==> config.mk <==
export PLATFORM = sky130hd
export DESIGN_NAME = serial_reg_slave
export DESIGN_NICKNAME = d
export VERILOG_FILES = /design/src/rtl/srs_pkg.sv /design/src/rtl/srs_sync.sv /design/src/rtl/srs_shifter.sv /design/src/rtl/srs_ctrl.sv /design/src/rtl/serial_reg_slave.sv
export SDC_FILE = /design/constraint.sdc
export NUM_CORES = 1
export LEC_CHECK = 0
export BUFFER_PORTS_ARGS = -buffer_cell sky130_fd_sc_hd__clkbuf_2
export CAP_MARGIN = 20
export CORE_MARGIN = 2
export CORE_UTILIZATION = 52
export DETAILED_ROUTE_END_ITERATION = 8
export PLACE_DENSITY = 0.75
export SLEW_MARGIN = 20
export SYNTH_ARGS = -nofsm -noshare
export SYNTH_HDL_FRONTEND = slang
export SYNTH_SLANG_ARGS = --single-unit
==> constraint.sdc <==
create_clock -name clk -period 1.97 [get_ports clk]
set_input_delay 0.2955 -clock clk [delete_from_list [all_inputs] [get_ports clk]]
set_output_delay 0.2955 -clock clk [all_outputs]
set_load 0.1 [all_outputs]
==> src/rtl/srs_pkg.sv <==
package srs_pkg;

    typedef enum logic [2:0] {
        ST_IDLE,
        ST_CMD,
        ST_RD_FETCH,
        ST_WDATA,
        ST_WR_COMMIT,
        ST_WR_BACK
    } srs_state_e;

    typedef enum logic [1:0] {
        OP_READ  = 2'b00,
        OP_NOP   = 2'b01,
        OP_WRITE = 2'b10,
        OP_BURST = 2'b11
    } srs_op_e;

endpackage

==> src/rtl/srs_sync.sv <==
module srs_sync #(
    parameter int        W       = 3,
    parameter logic [W-1:0] RST_VAL = '0
) (
    input  logic         clk,
    input  logic         rst_n,
    input  logic [W-1:0] async_in,
    output logic [W-1:0] sync_out
);

    genvar gi;
    generate
        for (gi = 0; gi < W; gi++) begin : g_bit
            logic meta_q;
            logic stab_q;
            always_ff @(posedge clk or negedge rst_n) begin
                if (!rst_n) begin
                    meta_q <= RST_VAL[gi];
                    stab_q <= RST_VAL[gi];
                end else begin
                    meta_q <= async_in[gi];
                    stab_q <= meta_q;
                end
            end
            assign sync_out[gi] = stab_q;
        end
    endgenerate

endmodule

==> src/rtl/srs_shifter.sv <==
module srs_shifter #(
    parameter int DW = 8
) (
    input  logic          clk,
    input  logic          rst_n,
    input  logic          active,
    input  logic          sck_rise,
    input  logic          sck_fall,
    input  logic          sdi,
    input  logic          load,
    input  logic [DW-1:0] load_data,
    output logic [DW-1:0] rx_byte,
    output logic          byte_done,
    output logic          tx_msb
);

    localparam int CW = $clog2(DW);
    localparam logic [CW-1:0] LAST = CW'(DW - 1);

    logic [CW-1:0] cnt_q;
    logic [DW-1:0] rx_q;
    logic [DW-1:0] tx_q;

    assign byte_done = active && sck_fall && (cnt_q == LAST);
    assign rx_byte   = rx_q;
    assign tx_msb    = tx_q[DW-1];

    always_ff @(posedge clk or negedge rst_n) begin
        if (!rst_n) begin
            cnt_q <= '0;
            rx_q  <= '0;
        end else if (!active) begin
            cnt_q <= '0;
            rx_q  <= '0;
        end else begin
            if (sck_rise) begin
                rx_q <= {rx_q[DW-2:0], sdi};
            end
            if (sck_fall) begin
                cnt_q <= (cnt_q == LAST) ? '0 : cnt_q + 1'b1;
            end
        end
    end

    always_ff @(posedge clk or negedge rst_n) begin
        if (!rst_n) begin
            tx_q <= '0;
        end else if (load) begin
            tx_q <= load_data;
        end else if (!active) begin
            tx_q <= '0;
        end else if (sck_fall && (cnt_q != LAST)) begin
            tx_q <= {tx_q[DW-2:0], 1'b0};
        end
    end

endmodule

==> src/rtl/srs_ctrl.sv <==
module srs_ctrl
    import srs_pkg::*;
#(
    parameter int AW = 6,
    parameter int DW = 8,
    parameter logic [(2**AW)-1:0] UNDEF_MASK = '0
) (
    input  logic          clk,
    input  logic          rst_n,
    input  logic          active,
    input  logic          byte_done,
    input  logic [DW-1:0] rx_byte,
    input  logic [DW-1:0] rf_rdata,
    output logic [AW-1:0] rf_addr,
    output logic [DW-1:0] rf_wdata,
    output logic          rf_we,
    output logic          rf_rd_clr,
    output logic          tx_load,
    output logic [DW-1:0] tx_data,
    output srs_state_e    state
);

    srs_state_e    state_q;
    srs_state_e    state_d;
    logic [AW-1:0] addr_q;
    logic [DW-1:0] wdata_q;
    logic          burst_q;
    logic [DW-1:0] hold_q;
    srs_op_e       op;
    logic [DW-1:0] back_val;

    assign op       = srs_op_e'(rx_byte[DW-1 -: 2]);
    assign back_val = UNDEF_MASK[addr_q] ? '0 : rf_rdata;
    assign state    = state_q;

    // state register
    always_ff @(posedge clk or negedge rst_n) begin
        if (!rst_n) state_q <= ST_IDLE;
        else        state_q <= state_d;
    end

    // next state
    always_comb begin
        state_d = state_q;
        unique case (state_q)
            ST_IDLE:      if (active) state_d = ST_CMD;
            ST_CMD: begin
                if (!active) begin
                    state_d = ST_IDLE;
                end else if (byte_done) begin
                    unique case (op)
                        OP_READ:  state_d = ST_RD_FETCH;
                        OP_NOP:   state_d = ST_CMD;
                        OP_WRITE,
                        OP_BURST: state_d = ST_WDATA;
                    endcase
                end
            end
            ST_RD_FETCH:  state_d = active ? ST_CMD : ST_IDLE;
            ST_WDATA: begin
                if (!active)        state_d = ST_IDLE;
                else if (byte_done) state_d = ST_WR_COMMIT;
            end
            ST_WR_COMMIT: state_d = ST_WR_BACK;
            ST_WR_BACK: begin
                if (!active)     state_d = ST_IDLE;
                else if (burst_q) state_d = ST_WDATA;
                else             state_d = ST_CMD;
            end
            default:      state_d = ST_IDLE;
        endcase
    end

    // outputs
    always_comb begin
        rf_addr   = addr_q;
        rf_wdata  = wdata_q;
        rf_we     = 1'b0;
        rf_rd_clr = 1'b0;
        tx_load   = 1'b0;
        tx_data   = hold_q;
        unique case (state_q)
            ST_IDLE:      tx_load = active;
            ST_CMD,
            ST_WDATA:     tx_load = byte_done;
            ST_RD_FETCH: begin
                rf_rd_clr = 1'b1;
                tx_load   = 1'b1;
                tx_data   = rf_rdata;
            end
            ST_WR_COMMIT: rf_we = 1'b1;
            ST_WR_BACK: begin
                tx_load = 1'b1;
                tx_data = back_val;
            end
            default: ;
        endcase
    end

    // datapath registers
    always_ff @(posedge clk or negedge rst_n) begin
        if (!rst_n) begin
            addr_q  <= '0;
            wdata_q <= '0;
            burst_q <= 1'b0;
            hold_q  <= '0;
        end else begin
            if (state_q == ST_CMD && active && byte_done) begin
                addr_q  <= rx_byte[AW-1:0];
                burst_q <= (op == OP_BURST);
            end
            if (state_q == ST_WDATA && active && byte_done) begin
                wdata_q <= rx_byte;
            end
            if (state_q == ST_RD_FETCH) hold_q <= rf_rdata;
            if (state_q == ST_WR_BACK)  hold_q <= back_val;
        end
    end

endmodule

==> src/rtl/serial_reg_slave.sv <==
module serial_reg_slave
    import srs_pkg::*;
#(
    parameter int AW = 6,
    parameter int DW = 8,
    parameter logic [(2**AW)-1:0] UNDEF_MASK = (2**AW)'(1) << 32
) (
    input  logic          clk,
    input  logic          rst_n,
    input  logic          cs_n,
    input  logic          sck,
    input  logic          sdi,
    output logic          sdo,
    output logic [AW-1:0] rf_addr,
    output logic [DW-1:0] rf_wdata,
    output logic          rf_we,
    output logic          rf_rd_clr,
    input  logic [DW-1:0] rf_rdata
);

    localparam int NSYNC = 3;

    logic [NSYNC-1:0] pins_s;
    logic             cs_n_s;
    logic             sck_s;
    logic             sdi_s;
    logic             sck_prev_q;
    logic             active;
    logic             sck_rise;
    logic             sck_fall;
    logic             byte_done;
    logic [DW-1:0]    rx_byte;
    logic             tx_load;
    logic [DW-1:0]    tx_data;
    logic             tx_msb;
    srs_state_e       fsm_state;

    srs_sync #(.W(NSYNC), .RST_VAL(3'b100)) u_sync (
        .clk      (clk),
        .rst_n    (rst_n),
        .async_in ({cs_n, sck, sdi}),
        .sync_out (pins_s)
    );

    assign cs_n_s = pins_s[2];
    assign sck_s  = pins_s[1];
    assign sdi_s  = pins_s[0];

    always_ff @(posedge clk or negedge rst_n) begin
        if (!rst_n) sck_prev_q <= 1'b0;
        else        sck_prev_q <= sck_s;
    end

    assign active   = !cs_n_s;
    assign sck_rise = sck_s && !sck_prev_q;
    assign sck_fall = !sck_s && sck_prev_q;

    srs_shifter #(.DW(DW)) u_shift (
        .clk       (clk),
        .rst_n     (rst_n),
        .active    (active),
        .sck_rise  (sck_rise),
        .sck_fall  (sck_fall),
        .sdi       (sdi_s),
        .load      (tx_load),
        .load_data (tx_data),
        .rx_byte   (rx_byte),
        .byte_done (byte_done),
        .tx_msb    (tx_msb)
    );

    srs_ctrl #(.AW(AW), .DW(DW), .UNDEF_MASK(UNDEF_MASK)) u_ctrl (
        .clk       (clk),
        .rst_n     (rst_n),
        .active    (active),
        .byte_done (byte_done),
        .rx_byte   (rx_byte),
        .rf_rdata  (rf_rdata),
        .rf_addr   (rf_addr),
        .rf_wdata  (rf_wdata),
        .rf_we     (rf_we),
        .rf_rd_clr (rf_rd_clr),
        .tx_load   (tx_load),
        .tx_data   (tx_data),
        .state     (fsm_state)
    );

    assign sdo = tx_msb;

endmodule

Yosys cells after proc, flatten, opt, wreduce, memory -nomap -nowiden

Memories as Yosys holds them, arrays and structs flattened.
Index checks and enable logic that the tools add are counted.
W data, S select, Z words.

Register bits: 52
Memory bits (read-only): 64
Output and inout bits: 17
Word-level logic and storage cells: 79
Memories: 1

Add/subtract/negate cells: 1
Order comparisons: 1
Equal/unequal tests: 13
Multiplexer cells: 26
Reductions and logical operators: 22

Memories:

| name             | depth | width | rd ports | clocked after Yosys merged registers in | write ports | line           | text |
|---|---|---|---|---|---|---|---|
| (name not given) | 64    | 1     | 1        | 0                                       | 0           | srs_ctrl.sv:33 | `assign back_val = UNDEF_MASK[addr_q] ? '0 : rf_rdata;` |

Operator list:

| cell                  | number |
|---|---|
| $mux W8               | 8 |
| $mux W3               | 9 |
| $pmux W3 S6           | 1 |
| $pmux W8 S2           | 1 |
| $eq A3 B3 Y1 const B  | 3 |
| $logic_and A1 B1 Y1   | 9 |
| $pmux W3 S3           | 1 |
| $lt A6 B7 Y1 const B  | 1 |
| $eq A3 B2 Y1 const B  | 2 |
| $ne A3 B2 Y1 const B  | 2 |
| $reduce_bool A2 Y1    | 3 |
| $reduce_or A2 Y1      | 3 |
| $eq A2 B2 Y1 const B  | 2 |
| $mux W1               | 4 |
| $add A3 B1 Y3 const B | 1 |
| $eq A3 B1 Y1 const B  | 1 |
| $logic_not A1 Y1      | 3 |
| $logic_not A3 Y1      | 1 |
| $ne A3 B3 Y1 const B  | 1 |
| $pmux W1 S3           | 1 |
| $reduce_and A3 Y1     | 1 |
| $reduce_bool A3 Y1    | 1 |
| $eq A2 B1 Y1 const B  | 1 |
| $logic_not A2 Y1      | 1 |
| other kinds (2)       | 2 |

Longest topological paths before layout

Word-level depth: 7
Gate-level depth with buffers: 7
Depth with buffers taken out: 6

Modules after synthesis

From an unflattened synthesis, not the netlist that was laid out.

Cells, all modules: 207
Area total of the unflattened synthesis: 2424.8 um2

By module, submodules not included:

| module           | instances | cells an instance | area an instance (um2) |
|---|---|---|---|
| srs_ctrl         | 1         | 119               | 1328.8 |
| srs_shifter      | 1         | 75                | 877.1 |
| srs_sync         | 1         | 9                 | 175.2 |
| serial_reg_slave | 1         | 4                 | 43.8 |

Least setup slack after synthesis

OpenSTA, ideal clock, no wires.

Path type: reg-to-reg
Start: register u_ctrl.state_q[0], in the netlist u_ctrl.state[0]
End: register u_shift.tx_q[1]
Setup time: 65 ps
Data arrival time: 2442 ps
Slack: -536 ps
Cell stages (with the launch flop): 7
Clock period less this slack: 2506 ps
Cells stage by stage: dfrtp_1 > buf_6 > nand2b_4 > buf_6 > nor2_1 > a211o_1 > mux2_2

Cells in the longest elaborated chain, start to end: 4
Elaborated cells between the ends (all ways): 11
Those cells by class: eq/ne (4); mux (3); reduce/logical (4)

Ends and longest elaborated chain:

| what                                                           | line              | text |
|---|---|---|
| from (decl)                                                    | srs_ctrl.sv:23    | `srs_state_e state_q;` |
| from (signal assigned)                                         | srs_ctrl.sv:39    | `else state_q <= state_d;` |
| $eq A3 B3 Y1 (tied with other cells)                           | srs_ctrl.sv:82    | `unique case (state_q)` |
| $reduce_or A2 Y1, on equally long branches                     | n/a               |  |
| $pmux W1 S3                                                    | srs_ctrl.sv:82    |  |
| $reduce_bool A3 Y1 (no line) / $mux W8 (equally long branches) | n/a               |  |
| to (signal assigned)                                           | srs_shifter.sv:49 | `tx_q <= load_data;` |
| to (signal assigned)                                           | srs_shifter.sv:53 | `tx_q <= {tx_q[DW-2:0], 1'b0};` |
| to (decl)                                                      | srs_shifter.sv:22 | `logic [DW-1:0] tx_q;` |

Parallel ways exist; a longest one is shown, timed or not.
A chain may end at the register's enable or synchronous reset.

Worst setup path in the final report

Start: register u_shift.cnt_q[0]
End: register u_ctrl.addr_q[3], in the netlist u_ctrl.rf_addr[3]

Cells in the longest elaborated chain, start to end: 3

Ends and longest elaborated chain:

| what                   | line              | text |
|---|---|---|
| from (decl)            | srs_shifter.sv:20 | `logic [CW-1:0] cnt_q;` |
| from (signal assigned) | srs_shifter.sv:40 | `cnt_q <= (cnt_q == LAST) ? '0 : cnt_q + 1'b1;` |
| $eq A3 B3 Y1           | srs_shifter.sv:24 | `assign byte_done = active && sck_fall && (cnt_q == LAST);` |
| $logic_and A1 B1 Y1    | srs_shifter.sv:24 |  |
| $logic_and A1 B1 Y1    | srs_ctrl.sv:108   | `if (state_q == ST_CMD && active && byte_done) begin` |
| to (signal assigned)   | srs_ctrl.sv:109   | `addr_q <= rx_byte[AW-1:0];` |
| to (decl)              | srs_ctrl.sv:25    | `logic [AW-1:0] addr_q;` |

Every way passes these cells.

==> impl_metrics.env <==
export IMPL_min_period_ps=1880
export IMPL_synth_top_area_frac=0.484
export IMPL_ys_warnings_count=0
export IMPL_postSynth_topFlopCell="sky130_fd_sc_hd__dfrtp_1"
export IMPL_dp_final_hpwl_um=3590
export IMPL_syn_cell_area_sq_um=2580
export IMPL_global_route_wire_length_before_repair_um=8290
export IMPL_multiplexer_share_of_the_synthesized_area=0.170
export IMPL_syn2layout_area_growth_pct=17.3
export IMPL_die_area_sq_um=5550
export IMPL_post_cts_setup_buffers=0
export IMPL_final_layout_setup_total_negative_slack_ps=0
export IMPL_cts_sinks=52
export IMPL_rrSetupSlack_ps=90
export IMPL_finish_instance_area_sq_um=3030
export IMPL_fmax_ghz=0.531
export IMPL_timing_hold_ws_ps=-2.93
export IMPL_startpoint_type="flop"
export IMPL_syn_instance_count=225
export IMPL_synth_enable_flop_cells=0
export IMPL_die_w_um=74.5
export IMPL_critPathMaxFanout=8
export IMPL_leakage_uw=0.00138
export IMPL_finalClockSkew_ps=3.99
export IMPL_yosys_area_share_adder=0.00968
export IMPL_wl_per_cell_um=14.9
export IMPL_vdd_drop_max_mv=0.494
export IMPL_synth_area_leader_cell="sky130_fd_sc_hd__dfrtp_1"
export IMPL_ys_ff_latch=52
export IMPL_class_of_the_most_critical_hold_timing_path="in2async"
export IMPL_cts_tree="done"
export IMPL_cts_resized_gates=0
export IMPL_top_level_port_count=30
export IMPL_grt_overflow_total=0
export IMPL_post_detailed_route_count_of_antenna_violating_nets=0
export IMPL_tritoncts_buffer_count=5
export IMPL_synth_async_reset_ratio=1.00
export IMPL_drt_vias_per_instance=5.32
export IMPL_power_switching_fraction=0.233
export IMPL_ys_types=40
export IMPL_worst_setup_path_end_kind="flop"
export IMPL_final_hold_viol_count=17
export IMPL_switching_power_uw=442
export IMPL_insertedDiodeCount=0
export IMPL_cp_required_ps=2160
export IMPL_slew_limit_headroom=0.583
export IMPL_finalNetCount=280
export IMPL_synth_top_cells_by_area="sky130_fd_sc_hd__dfrtp_1 (48%), sky130_fd_sc_hd__mux2_2 (7.0%), sky130_fd_sc_hd__mux2i_1 (6.6%), sky130_fd_sc_hd__mux2_4 (3.5%), sky130_fd_sc_hd__nor2_1 (3.2%)"
export IMPL_holdBufCountCts=0
export IMPL_final_layout_size_suffix_gt1_frac=0.365
export IMPL_run_status="complete, but fails checks"
export IMPL_grt_start_max_net_pins=26
export IMPL_p_comb_frac=0.090
export IMPL_synthXorXnorAreaFrac=0
export IMPL_clk_path_buf_depth=2
export IMPL_cts_max_level=2
export IMPL_reg2regPathDepth=6
export IMPL_syn_num_nets=240
export IMPL_arrival_ps=2070
export IMPL_worst_slew_pin_slew_ps=625
export IMPL_core_rows=25
export IMPL_synth_commonest_cells="sky130_fd_sc_hd__dfrtp_1 (50), sky130_fd_sc_hd__nor2_1 (22), sky130_fd_sc_hd__mux2i_1 (17)"
export IMPL_violations="hold timing"
export IMPL_detailed_place_area_sq_um=2920
export IMPL_firstDrtPassIters=4
export IMPL_grt_pass1_vias=1699
export IMPL_post_route_drc_count=0
export IMPL_final_period_utilization=0.956
export IMPL_avgSynthCellArea_sq_um=11.5
export IMPL_synth_compound_gate_area_share=0.0712
export IMPL_finalCoreUtilization=0.638
export IMPL_clock_power_share=0.320
export IMPL_synth_simple_area_share=0.207
export IMPL_combinational_family_with_the_most_area_after_synthesis="simple AND/OR/NAND/NOR gates"
export IMPL_globalplace_congestion=0.745
export IMPL_floorplan_initialDensity=0.544
export IMPL_clkLatencyLatePin_ps=300
export IMPL_coreArea_sq_um=4750
export IMPL_die_height_um=74.5
export IMPL_aggregate_routed_wire_length_um=4970
export IMPL_power_share_of_the_sequential_group=0.590
export IMPL_via_count=1771
export IMPL_setup_viol=0
export IMPL_antenna_violations_before_repair=0
export IMPL_crit_type="reg2reg"
export IMPL_drt_iter0_markers=56
export IMPL_internal_power_uw=1450
export IMPL_post_synth_top_count_cell="sky130_fd_sc_hd__dfrtp_1"
export IMPL_power_density_nw_per_um2=625
export IMPL_path_clk_slew_ps=90
export IMPL_port_buffer_count=29
export IMPL_regToRegStartpoint="u_shift.cnt_q[0]"
export IMPL_rr_endpoint="u_ctrl.rf_addr[3]"
export IMPL_cap_violations=0
export IMPL_grt_util_all_layers=0.199
export IMPL_ctsRootBufferMaster="sky130_fd_sc_hd__clkbuf_8"
export IMPL_final_max_slew_violation_count=0
export IMPL_seq_area_frac_synth=0.504
## how the worst max path moves through the flow
stage,from,endpoint,slack [ps],cells after the start
floorplan,u_ctrl.rf_addr[1],u_shift.tx_q[1],-70,4
global placement,u_shift.cnt_q[0],u_shift.tx_q[6],150,7
detailed placement,u_shift.cnt_q[0],u_shift.tx_q[2],60,7
CTS,u_shift.cnt_q[0],u_shift.tx_q[2],50,7
global route,u_shift.cnt_q[0],u_ctrl.rf_addr[3],-0.5,6
finish,u_shift.cnt_q[0],u_ctrl.rf_addr[3],90,6
## logic make-up after synthesis
| kind of cell | Yosys count |
|---|---|
| AOI/OAI and AO/OA | 26 |
| adders and majority gates | 2 |
| buffers and inverters | 17 |
| DFF | 52 |
| muxes | 39 |
| and+or+nand+nor | 89 |
## power by group through the flow
stage	clock (uW)	combinational, uW	sequential (uW)
floorplan	0	93.5	1150
global placement	0	169	1140
detailed placement	0	172	1140
CTS	620	172	1120
global route	661	190	1120
finish	606	171	1120
## state kept, by name, indices dropped and copies added (netlist names)
signal / cells
u_sync.g_bit.meta_q: 3
u_shift.cnt_q: 3
u_ctrl.state: 3
sck_prev_q: 1
u_shift.tx_q: 8
u_sync.g_bit.stab_q: 3
u_ctrl.rf_addr: 6
u_ctrl.rf_wdata: 8
u_ctrl.hold_q: 8
u_ctrl.burst_q: 1
u_shift.rx_byte: 8
## layer usage
layer | global-route usage | wire [um]
met1 | 0.292 | 2460
met2 | 0.304 | 2340
met3 | 0.0285 | 110
met4 | 0.0714 | 65
met5 | 0 | 0
## cell usage in the layout, fill, tap and decap left out, types with 2 or more instances in the layout
cell	count
sky130_fd_sc_hd__nor2_1	20
sky130_fd_sc_hd__nand3b_1	8
sky130_fd_sc_hd__buf_12	3
sky130_fd_sc_hd__mux2_4	6
sky130_fd_sc_hd__a211o_1	8
sky130_fd_sc_hd__dfstp_2	2
sky130_fd_sc_hd__clkinv_2	2
sky130_fd_sc_hd__nand3_1	9
sky130_fd_sc_hd__buf_4	18
sky130_fd_sc_hd__clkbuf_8	6
sky130_fd_sc_hd__nand2b_1	3
sky130_fd_sc_hd__nor3b_1	8
sky130_fd_sc_hd__a21oi_1	3
sky130_fd_sc_hd__nand2_1	13
sky130_fd_sc_hd__mux2_2	16
sky130_fd_sc_hd__nand2b_4	2
sky130_fd_sc_hd__nand4_1	7
sky130_fd_sc_hd__dfrtp_1	48
sky130_fd_sc_hd__clkbuf_2	27
sky130_fd_sc_hd__dfrtp_2	2
sky130_fd_sc_hd__nor2_2	2
sky130_fd_sc_hd__mux2i_1	17
sky130_fd_sc_hd__and2_1	7
sky130_fd_sc_hd__o21ai_0	8
## worst max-delay path: stages, from the launching register on
cell and delay, ps:
sky130_fd_sc_hd__dfrtp_1 380, sky130_fd_sc_hd__ha_2 200, sky130_fd_sc_hd__ha_4 150, sky130_fd_sc_hd__nand3b_1 120
sky130_fd_sc_hd__or4_1 420, sky130_fd_sc_hd__buf_4 200, sky130_fd_sc_hd__mux2_4 310
## layout make-up
type	count	area, sq um
flip-flops and latches	52	1310
multi-input cells	156	1210
well taps	67	83.8
clock buffers	6	82.6
repair buffers	48	330
fillers	405	1720
inverters	2	10.0
clock inverters	2	10.0
## metrics by stage
stage               total power [uW]  hold slack (ps)  cells  worst slack [ps]
floorplan                       1240          -0.0911    225             -70.2
global placement                1310              330    325               146
detailed placement              1310              335    325              55.1
CTS                             1910             11.1    333              48.7
global route                    1970             47.2    333            -0.519
finish                          1890            -2.93    333              86.8
Note: power is estimated with default switching activity, not from simulation.
